**config.mk**
```make
export PLATFORM = sky130hd
export DESIGN_NAME = hbrate_seq
export DESIGN_NICKNAME = d
export VERILOG_FILES = /design/src/rtl/hbrs_pkg.sv /design/src/rtl/hbrs_phase.sv /design/src/rtl/hbrs_feed.sv /design/src/rtl/hbrs_core_stub.sv /design/src/rtl/hbrs_outreg.sv /design/src/rtl/hbrate_seq.sv
export SDC_FILE = /design/constraint.sdc
export NUM_CORES = 1
export LEC_CHECK = 0
export BUFFER_PORTS_ARGS = -buffer_cell sky130_fd_sc_hd__buf_2
export CORE_MARGIN = 3
export CORE_UTILIZATION = 35
export DETAILED_ROUTE_END_ITERATION = 8
export MAX_ROUTING_LAYER = met4
export PLACE_DENSITY_LB_ADDON = 0.2
export SLEW_MARGIN = 25
export SYNTH_ARGS = -nofsm -noshare
export SYNTH_HDL_FRONTEND = slang
export SYNTH_SLANG_ARGS = --single-unit
export TNS_END_PERCENT = 5
```
**constraint.sdc**
```tcl
create_clock -name clk -period 2 [get_ports clk]
set_input_delay 0.2 -clock clk [delete_from_list [all_inputs] [get_ports clk]]
set_output_delay 0.2 -clock clk [all_outputs]
set_load 0.01 [all_outputs]
```
**src/rtl/hbrs_pkg.sv**
```systemverilog
`timescale 1ns/1ps
package hbrs_pkg;

    localparam int DEF_IN_W     = 12;
    localparam int DEF_CORE_W   = 16;
    localparam int DEF_BASE_LAT = 34;

    typedef enum logic [3:0] {
        RM_EQUAL    = 4'd0,
        RM_PASS     = 4'd1,
        RM_INT_UNIT = 4'd2,
        RM_INT_HALF = 4'd3,
        RM_DEC      = 4'd4,
        RM_INT_DBL  = 4'd5,
        RM_DEC_DBL  = 4'd6,
        RM_INT_PAIR = 4'd7,
        RM_DEC_PAIR = 4'd8
    } rate_mode_e;

    typedef struct packed {
        logic stuff;   // zero insertion on non-take edges
        logic strobe;  // output loads only on non-take edges
        logic unity;   // extra doubling of accepted samples
        logic dbl;     // double pipeline latency
        logic pair;    // two-channel phase lock
    } mode_ctl_t;

    function automatic logic mode_stuffs(input logic [3:0] code);
        return (code == RM_INT_UNIT) || (code == RM_INT_HALF) ||
               (code == RM_INT_DBL)  || (code == RM_INT_PAIR);
    endfunction

    function automatic logic mode_strobes(input logic [3:0] code);
        return (code == RM_DEC) || (code == RM_DEC_DBL) || (code == RM_DEC_PAIR);
    endfunction

    function automatic logic mode_unity(input logic [3:0] code);
        return (code == RM_INT_UNIT) || (code == RM_INT_DBL) || (code == RM_INT_PAIR);
    endfunction

    function automatic logic mode_double(input logic [3:0] code);
        return (code == RM_INT_DBL) || (code == RM_DEC_DBL);
    endfunction

    function automatic logic mode_paired(input logic [3:0] code);
        return (code == RM_INT_PAIR) || (code == RM_DEC_PAIR);
    endfunction

    function automatic mode_ctl_t decode_mode(input logic [3:0] code);
        mode_ctl_t c;
        c.stuff  = mode_stuffs(code);
        c.strobe = mode_strobes(code);
        c.unity  = mode_unity(code);
        c.dbl    = mode_double(code);
        c.pair   = mode_paired(code);
        return c;
    endfunction

endpackage

```
**src/rtl/hbrs_phase.sv**
```systemverilog
`timescale 1ns/1ps
module hbrs_phase (
    input  logic clk,
    input  logic rst,
    input  logic sync,
    input  logic pair,
    output logic take
);
    logic take_next;   // coming edge is a take edge when free-running
    logic sync_q;
    logic locked;
    logic forced;

    assign forced = sync_q & ~sync & ~locked;
    assign take   = forced | take_next;

    always_ff @(posedge clk) begin
        if (rst) begin
            take_next <= 1'b1;
            sync_q    <= 1'b0;
            locked    <= 1'b0;
        end else begin
            take_next <= ~take;
            sync_q    <= sync;
            locked    <= pair & (locked | (take & ~sync));
        end
    end
endmodule

```
**src/rtl/hbrs_feed.sv**
```systemverilog
`timescale 1ns/1ps
module hbrs_feed #(
    parameter int IN_W   = 12,
    parameter int CORE_W = 16
) (
    input  logic              clk,
    input  logic              rst,
    input  logic [IN_W-1:0]   din,
    input  logic              take,
    input  logic              stuff,
    input  logic              unity,
    output logic [CORE_W-1:0] smp
);
    localparam int EXT   = CORE_W - IN_W;
    localparam int SHIFT = EXT - 1;

    logic [CORE_W-1:0] wide;
    logic [CORE_W-1:0] nxt;

    assign wide = {{EXT{din[IN_W-1]}}, din};

    always_comb begin
        if (stuff && !take)
            nxt = '0;
        else if (unity)
            nxt = wide << (SHIFT + 1);
        else
            nxt = wide << SHIFT;
    end

    always_ff @(posedge clk) begin
        if (rst) smp <= '0;
        else     smp <= nxt;
    end
endmodule

```
**src/rtl/hbrs_core_stub.sv**
```systemverilog
`timescale 1ns/1ps
module hbrs_core_stub #(
    parameter int CORE_W   = 16,
    parameter int BASE_LAT = 34
) (
    input  logic              clk,
    input  logic              rst,
    input  logic [CORE_W-1:0] smp,
    input  logic              dbl,
    output logic [CORE_W-1:0] tap
);
    localparam int DEPTH    = 2 * BASE_LAT - 1;
    localparam int TAP_ONE  = BASE_LAT - 2;
    localparam int TAP_TWO  = 2 * BASE_LAT - 2;

    logic [CORE_W-1:0] line [DEPTH];

    always_ff @(posedge clk) begin
        if (rst) line[0] <= '0;
        else     line[0] <= smp;
    end

    for (genvar g = 1; g < DEPTH; g++) begin : g_stage
        always_ff @(posedge clk) begin
            if (rst) line[g] <= '0;
            else     line[g] <= line[g-1];
        end
    end

    assign tap = dbl ? line[TAP_TWO] : line[TAP_ONE];
endmodule

```
**src/rtl/hbrs_outreg.sv**
```systemverilog
`timescale 1ns/1ps
module hbrs_outreg #(
    parameter int CORE_W = 16
) (
    input  logic              clk,
    input  logic              rst,
    input  logic [CORE_W-1:0] tap,
    input  logic              strobe,
    input  logic              take,
    output logic [CORE_W-1:0] dout
);
    always_ff @(posedge clk) begin
        if (rst)
            dout <= '0;
        else if (!strobe || !take)
            dout <= tap;
    end
endmodule

```
**src/rtl/hbrate_seq.sv**
```systemverilog
`timescale 1ns/1ps
module hbrate_seq
    import hbrs_pkg::*;
#(
    parameter int IN_W     = DEF_IN_W,
    parameter int CORE_W   = DEF_CORE_W,
    parameter int BASE_LAT = DEF_BASE_LAT
) (
    input  logic              clk,
    input  logic              rst,
    input  logic [3:0]        mode_i,
    input  logic              sync_i,
    input  logic [IN_W-1:0]   din_i,
    output logic [CORE_W-1:0] core_smp_o,
    output logic [CORE_W-1:0] dout_o
);
    mode_ctl_t         ctl;
    logic              take;
    logic [CORE_W-1:0] tap;

    assign ctl = decode_mode(mode_i);

    hbrs_phase phase_i (
        .clk  (clk),
        .rst  (rst),
        .sync (sync_i),
        .pair (ctl.pair),
        .take (take)
    );

    hbrs_feed #(.IN_W(IN_W), .CORE_W(CORE_W)) feed_i (
        .clk   (clk),
        .rst   (rst),
        .din   (din_i),
        .take  (take),
        .stuff (ctl.stuff),
        .unity (ctl.unity),
        .smp   (core_smp_o)
    );

    hbrs_core_stub #(.CORE_W(CORE_W), .BASE_LAT(BASE_LAT)) core_i (
        .clk (clk),
        .rst (rst),
        .smp (core_smp_o),
        .dbl (ctl.dbl),
        .tap (tap)
    );

    hbrs_outreg #(.CORE_W(CORE_W)) out_i (
        .clk    (clk),
        .rst    (rst),
        .tap    (tap),
        .strobe (ctl.strobe),
        .take   (take),
        .dout   (dout_o)
    );
endmodule

```
==> qor.yml, run 1 <==
cts_sinks: 900
drc: 0
met1_usage_pct: 12.28
via_count: 11970
arrival_ns: 2.25
timing.fmax_mhz: 570.5
antenna_cells: 0
firstDrtPassIters: 4
cts.path.max_buffers: 3
viasPerCell: 3.908
seq_area_frac_synth_pct: 73.28
synth_edf_count: 0
ys.flop_type: "dfxtp_1"
ir_worst_vdd_uv: 522.6
die_h_um: 271.0
crit_type: "reg -> reg"
track_usage_pct: 9.357
placementRows: 96
clock_skew_ns: 0.01894
cts_made_buffers: 89
core-area_sq_mm: 0.06907
status: "finished, final reports clean"
cts_tree: "yes"
wire_per_inst_um: 10.61
grt_start_max_net_pins: 121
path_clk_slew_ns: 0.06
min_path_type: "in -> reg"
nets: 2081
cts-root-buf: "clkbuf_16"
start_kind: "register"
overflow: 0
critPathMaxFanout: 26
dp_cells: 2883
setup_viol: 0
start_util_pct: 35.60
syn_inst: 1984
finalCritPeriodShare_pct: 87.64
leakagePower_nw: 11.47
grt_pass1_vias: 11750
synthArstFlopShare_pct: 0
critPathSlowestCell: "or3b_1"
worstSkewPairLatency_ns: 0.61
die_w_um: 271.0
io_pins: 51
rsz0062_at_grt: "false"
worstPathRequired_ns: 2.50
syn_avg_cell_area_sq_um: 12.39
final_cells: 3062
ant_nets: 0
cellPowerDensity_mw_per_mm2: 1222
drive_gt1_share_pct: 10.89
drt_iter0_drc: 451
grt_pass1_wl_um: 56290
finalHoldViolations: 0
htreeDepth: 3
slowest_delay_ns: 0.42
post-cts-setup-buffers: 0
gp_congestion: 0.7124
synth-seq-cells: 900
maxCapViolCount: 0
use_met2_pct: 13.39
areaGrowthSynthToFinish_pct: 18.97
yosys_warnings: 0
port-buffer-count: 44
syn_area_sq_mm: 0.02459
gr-usage-met3_pct: 2.802
dieArea_sq_mm: 0.07346
dp_hpwl_um: 16690
antenna_found_initial: 0
endpoint_kind: "register"
path_cells: "or3b_1 > a221oi_4 > buf_12 > a21oi_1 > a221oi_1"
setup_tns_ns: 0
grt-busiest-layer: "met2"
drv_slew: 0
period_minus_slack_ns: 1.753
synth_cell_types: 27
wl_um: 32490
==> area by class of cell <==
class	count	area, sq um
Clock buffer	125	2594
Clock inverter	35	509.2
Fill cell	6414	39820
Inverter	16	60.06
Multi-Input combinational cell	961	6076
Sequential cell	900	18020
Tap cell	931	1165
Timing Repair Buffer	94	828.3
==> critical path: cells and delay by family, from the launching register on <==
family	cells	cell delay [ns]
AND/OR/NAND/NOR	1	0.42
buffers and inverters	1	0.22
flip-flops	1	0.33
AO/OA/AOI/OAI	3	0.68
==> registers in the layout, summed over array words and instances, names as in the netlist <==
signal and flops:
feed_i.smp 13, phase_i.sync_q 1, out_i.dout 13, core_i.line 871, phase_i.take_next 1, phase_i.locked 1
==> routing by layer <==
metal / routed length [um] / up-vias
met5: 0 / -
met4: 1105 / 0
met3: 1430 / 101
met2: 13400 / 145
met1: 16560 / 5558
li1: - / 6162
==> final timing paths <==
path / depth (start not counted) / slack, ns / to / from
setup / recovery: 5 / 0.25 / out_i.dout[15] / phase_i.sync_q
hold / removal: 5 / 0.07 / phase_i.locked / mode_i[1]
setup reg to reg: 5 / 0.25 / out_i.dout[15] / phase_i.sync_q
hold reg to reg: 1 / 0.42 / core_i.line[28][5] / core_i.line[27][21]
==> layout by cell type (no fill, tap or decap) <==
cell             n
o41ai_2          1
inv_1           16
and2_1           1
mux2_2           1
buf_4           17
nor3b_1          2
or3b_1           2
inv_6            2
mux2i_1         12
a21oi_1         14
buf_12          14
buf_8            1
buf_2           43
o21ai_0          1
a221oi_4         1
clkinvlp_4       2
o21a_1           2
conb_1           6
nand2_1         15
a221oi_2         6
clkbuf_8        21
xor2_1           1
clkbuf_16       90
dlygate4sd3_1   19
inv_8            1
nor2_1          13
nor2b_1        873
clkinv_8         1
bufinv_16       12
clkbuf_1        14
o22a_1           1
dfxtp_1        900
a21oi_2          1
clkinv_4         1
nand2b_1         1
or3b_2           1
clkinv_2        16
a221oi_1         6
==> power breakdown <==
part / total [mW] / switching, mW / internal (mW)
sequential: 18.0 / 0.0288 / 18.0
combinational: 0.594 / 0.399 / 0.195
clock: 17.1 / 6.55 / 10.6
total: 35.8 / 6.98 / 28.8
==> cell usage after synthesis (6+ instances only) <==
library cell	n	share of area, %
a221oi_1	6	0.21
buf_4	8	0.24
nand2_1	15	0.23
nor2b_1	873	22
dfxtp_1	900	73
a21oi_1	14	0.28
a221oi_2	6	0.37
inv_1	16	0.24
clkbuf_1	102	1.6
nor2_1	13	0.20
mux2i_1	12	0.49
==> what timing repair did <==
item / in CTS / in global routing
hold endpoints to repair: 44 / 0
resized for setup: 0 / 0
hold buffers: 19 / 0
==> stage by stage <==
step,utilization (%),setup slack (ns),hold WS [ns],instance area [sq um],total power [mW]
finish,42.35,0.2472,0.07078,29250,35.76
global route,42.35,0.1581,0.05449,29250,37.19
CTS,42.35,0.2369,0.01876,29250,36.40
detailed placement,37.58,0.2391,0.4204,25960,18.99
global placement,37.58,0.2254,0.4147,25960,18.98
floorplan,-,0.3592,0.3122,24600,18.77
==> kinds of logic (layout without fill, tap and decap cells) <==
family	after synthesis	in the layout	synth area share [%]
muxes	13	13	0.5344
DFF	900	900	73.28
and+or+nand+nor	908	908	22.86
AOI/OAI and AO/OA	33	33	1.160
buffers and inverters	128	270	2.112
xor gates and xnor gates	1	1	0.03563
other	1	6	0.01525
Note: power is estimated with default switching activity, not from simulation.
==> inputs of run 2 (changes only) <==
Settings changed: CORE_MARGIN 3 to not set, RECOVER_POWER set to 25.
==> run 2 against run 1 <==
  * Cell area decreased by 0.30%
  * Register-to-register slack hardly changed
  * Core utilization decreased by 0.12 points
  * Clock power hardly changed
  * Count of clock-buffer cells in the layout unchanged
  * Clock skew increased by 0.0063 ns
  * Cell count fell by 0.20%
  * Worst setup slack worse by 0.014 ns
  * Critical path type unchanged
==> qor.yml, run 2 (same netlist as run 1, synthesis figures left out) <==
status: "finished, final reports clean"
die_h_um: 267.0  # -1.5%
endpoint_kind: "register"
reg_top3: "core_i.line: 871 flops, feed_i.smp: 13 flops, out_i.dout: 13 flops"
multi_input_area_sq_mm: 0.006076  # unchanged
start_kind: "register"
top_register: "core_i.line"
nets: 2071  # -0.48%
cts_made_buffers: 89  # unchanged
worstPathRequired_ns: 2.51  # about the same
setup_tns_ns: 0  # unchanged
setup_viol: 0  # unchanged
cts_sinks: 900  # unchanged
drv_slew: 0  # unchanged
leakagePower_nw: 11.40  # -0.56%
critPathMaxFanout: 26  # unchanged
die_w_um: 267.0  # -1.5%
grt_pass1_vias: 12030  # +2.4%
clock_skew_ns: 0.02519  # +0.006251 ns
viasPerCell: 3.916  # +0.20%
path_clk_slew_ns: 0.06  # about the same
cts_tree: "yes"
htreeDepth: 3  # unchanged
antenna_found_initial: 0  # unchanged
final_cell_mix: "dfxtp_1, nor2b_1, clkbuf_16"
gr-usage-met3_pct: 2.777  # -0.025 points
dp_cells: 2873  # -0.35%
layout_commonest_cell: "dfxtp_1"
start_util_pct: 35.60  # unchanged
dp_hpwl_um: 16580  # -0.68%
seq_area_sq_mm: 0.01802  # unchanged
slew-limit-headroom_pct: 30.29
worstSkewPairLatency_ns: 0.62  # about the same
final_cells: 3056  # -0.20%
grt_start_max_net_pins: 121  # unchanged
cts-resized-gates: 0  # unchanged
overflow: 0  # unchanged
largest_reg_flops: 871  # unchanged
io_pins: 51  # unchanged
fillCellCount: 6374  # -0.62%
cellPowerDensity_mw_per_mm2: 1234  # +0.93%
core-area_sq_mm: 0.06907  # unchanged
cts-root-buf: "clkbuf_16"
port-buffer-count: 44  # unchanged
via_count: 11970  # unchanged
arrival_ns: 2.28  # +0.03 ns
firstDrtPassIters: 4  # unchanged
maxCapViolCount: 0  # unchanged
finalHoldViolations: 0  # unchanged
period_minus_slack_ns: 1.767  # +0.01399 ns
areaGrowthSynthToFinish_pct: 18.62
ir_worst_vdd_uv: 707.0  # +35%
finalCritPeriodShare_pct: 88.34  # +0.70 points
cts.path.max_buffers: 3  # unchanged
use_met2_pct: 14.56  # +1.2 points
rsz0062_at_grt: "false"
worst_pin_slew_ns: 1.046
placementRows: 96  # unchanged
wire_per_inst_um: 10.59  # -0.19%
crit_type: "reg -> reg"
drt_iter0_drc: 508  # +13%
drive_gt1_share_pct: 10.49  # -0.39 points
gp_congestion: 0.6941  # -2.6%
grt_pass1_wl_um: 56830  # +0.96%
grt-busiest-layer: "met2"
post-cts-setup-buffers: 0  # unchanged
min_path_type: "in -> reg"
dieArea_sq_mm: 0.07131  # -2.9%
ant_nets: 0  # unchanged
antenna_cells: 0  # unchanged
drc: 0  # unchanged
track_usage_pct: 9.871  # +0.51 points
wl_um: 32360  # -0.38%
met1_usage_pct: 12.64  # +0.35 points
timing.fmax_mhz: 566.0  # -0.79%
[run 2: timing repair]
action / in CTS / in global routing
hold buffers: 19 / 0
hold endpoints to repair: 39 / 0
endpoints found under the setup margin: 0 / 0
[run 2: worst paths after layout]
| kind | from | end | slack (ns) | cells past startpoint |
|---|---|---|---|---|
| max | phase_i.locked | out_i.dout[6] | 0.23 | 5 |
| min | mode_i[1] | phase_i.locked | 0.1 | 5 |
| max reg2reg | phase_i.locked | out_i.dout[6] | 0.23 | 5 |
| min reg2reg | core_i.line[0][13] | core_i.line[0][29] | 0.42 | 1 |
[run 2: per-stage QoR]
step | area, sq um | utilization, % | hold WS (ns) | total power, mW | setup WS, ns
2_1_floorplan | 24600 | - | 0.3122 | 18.77 | 0.3592
3_3_place_gp | 25860 | 37.44 | 0.4149 | 18.96 | 0.2371
3_5_place_dp | 25860 | 37.44 | 0.4204 | 18.97 | 0.2061
4_1_cts | 29220 | 42.30 | 0.05836 | 36.65 | 0.2367
5_1_grt | 29160 | 42.22 | 0.09006 | 37.40 | 0.1266
6_report | 29160 | 42.22 | 0.09991 | 35.98 | 0.2332
[run 2: power breakdown]
group          leakage [nW]  internal (mW)  switching, mW  total [mW]
clock network          1.55           10.7           6.67        17.4
logic                  2.59          0.165          0.387       0.551
registers              7.25           18.0         0.0311        18.0
[run 2: routing by layer]
layer,wire length [um],vias up
li1,-,6146
met1,16510,5598
met2,13610,143
met3,1282,79
met4,961,0
met5,0,-
[run 2: worst max-delay path: stages, from the launching register on]
cell	delay [ns]
dfxtp_1	0.32
or3b_1	0.41
a221oi_4	0.35
buf_12	0.22
a21oi_1	0.07
a221oi_1	0.27
[run 2: layout make-up]
| class | instances | share of cell area, % |
|---|---|---|
| repair buffers | 84 | 2.313 |
| clock inverters | 39 | 2.016 |
| well taps | 931 | 3.994 |
| inverters | 16 | 0.2059 |
| flip-flops and latches | 900 | 61.78 |
| multi-input cells | 961 | 20.83 |
| clock buffers | 125 | 8.855 |
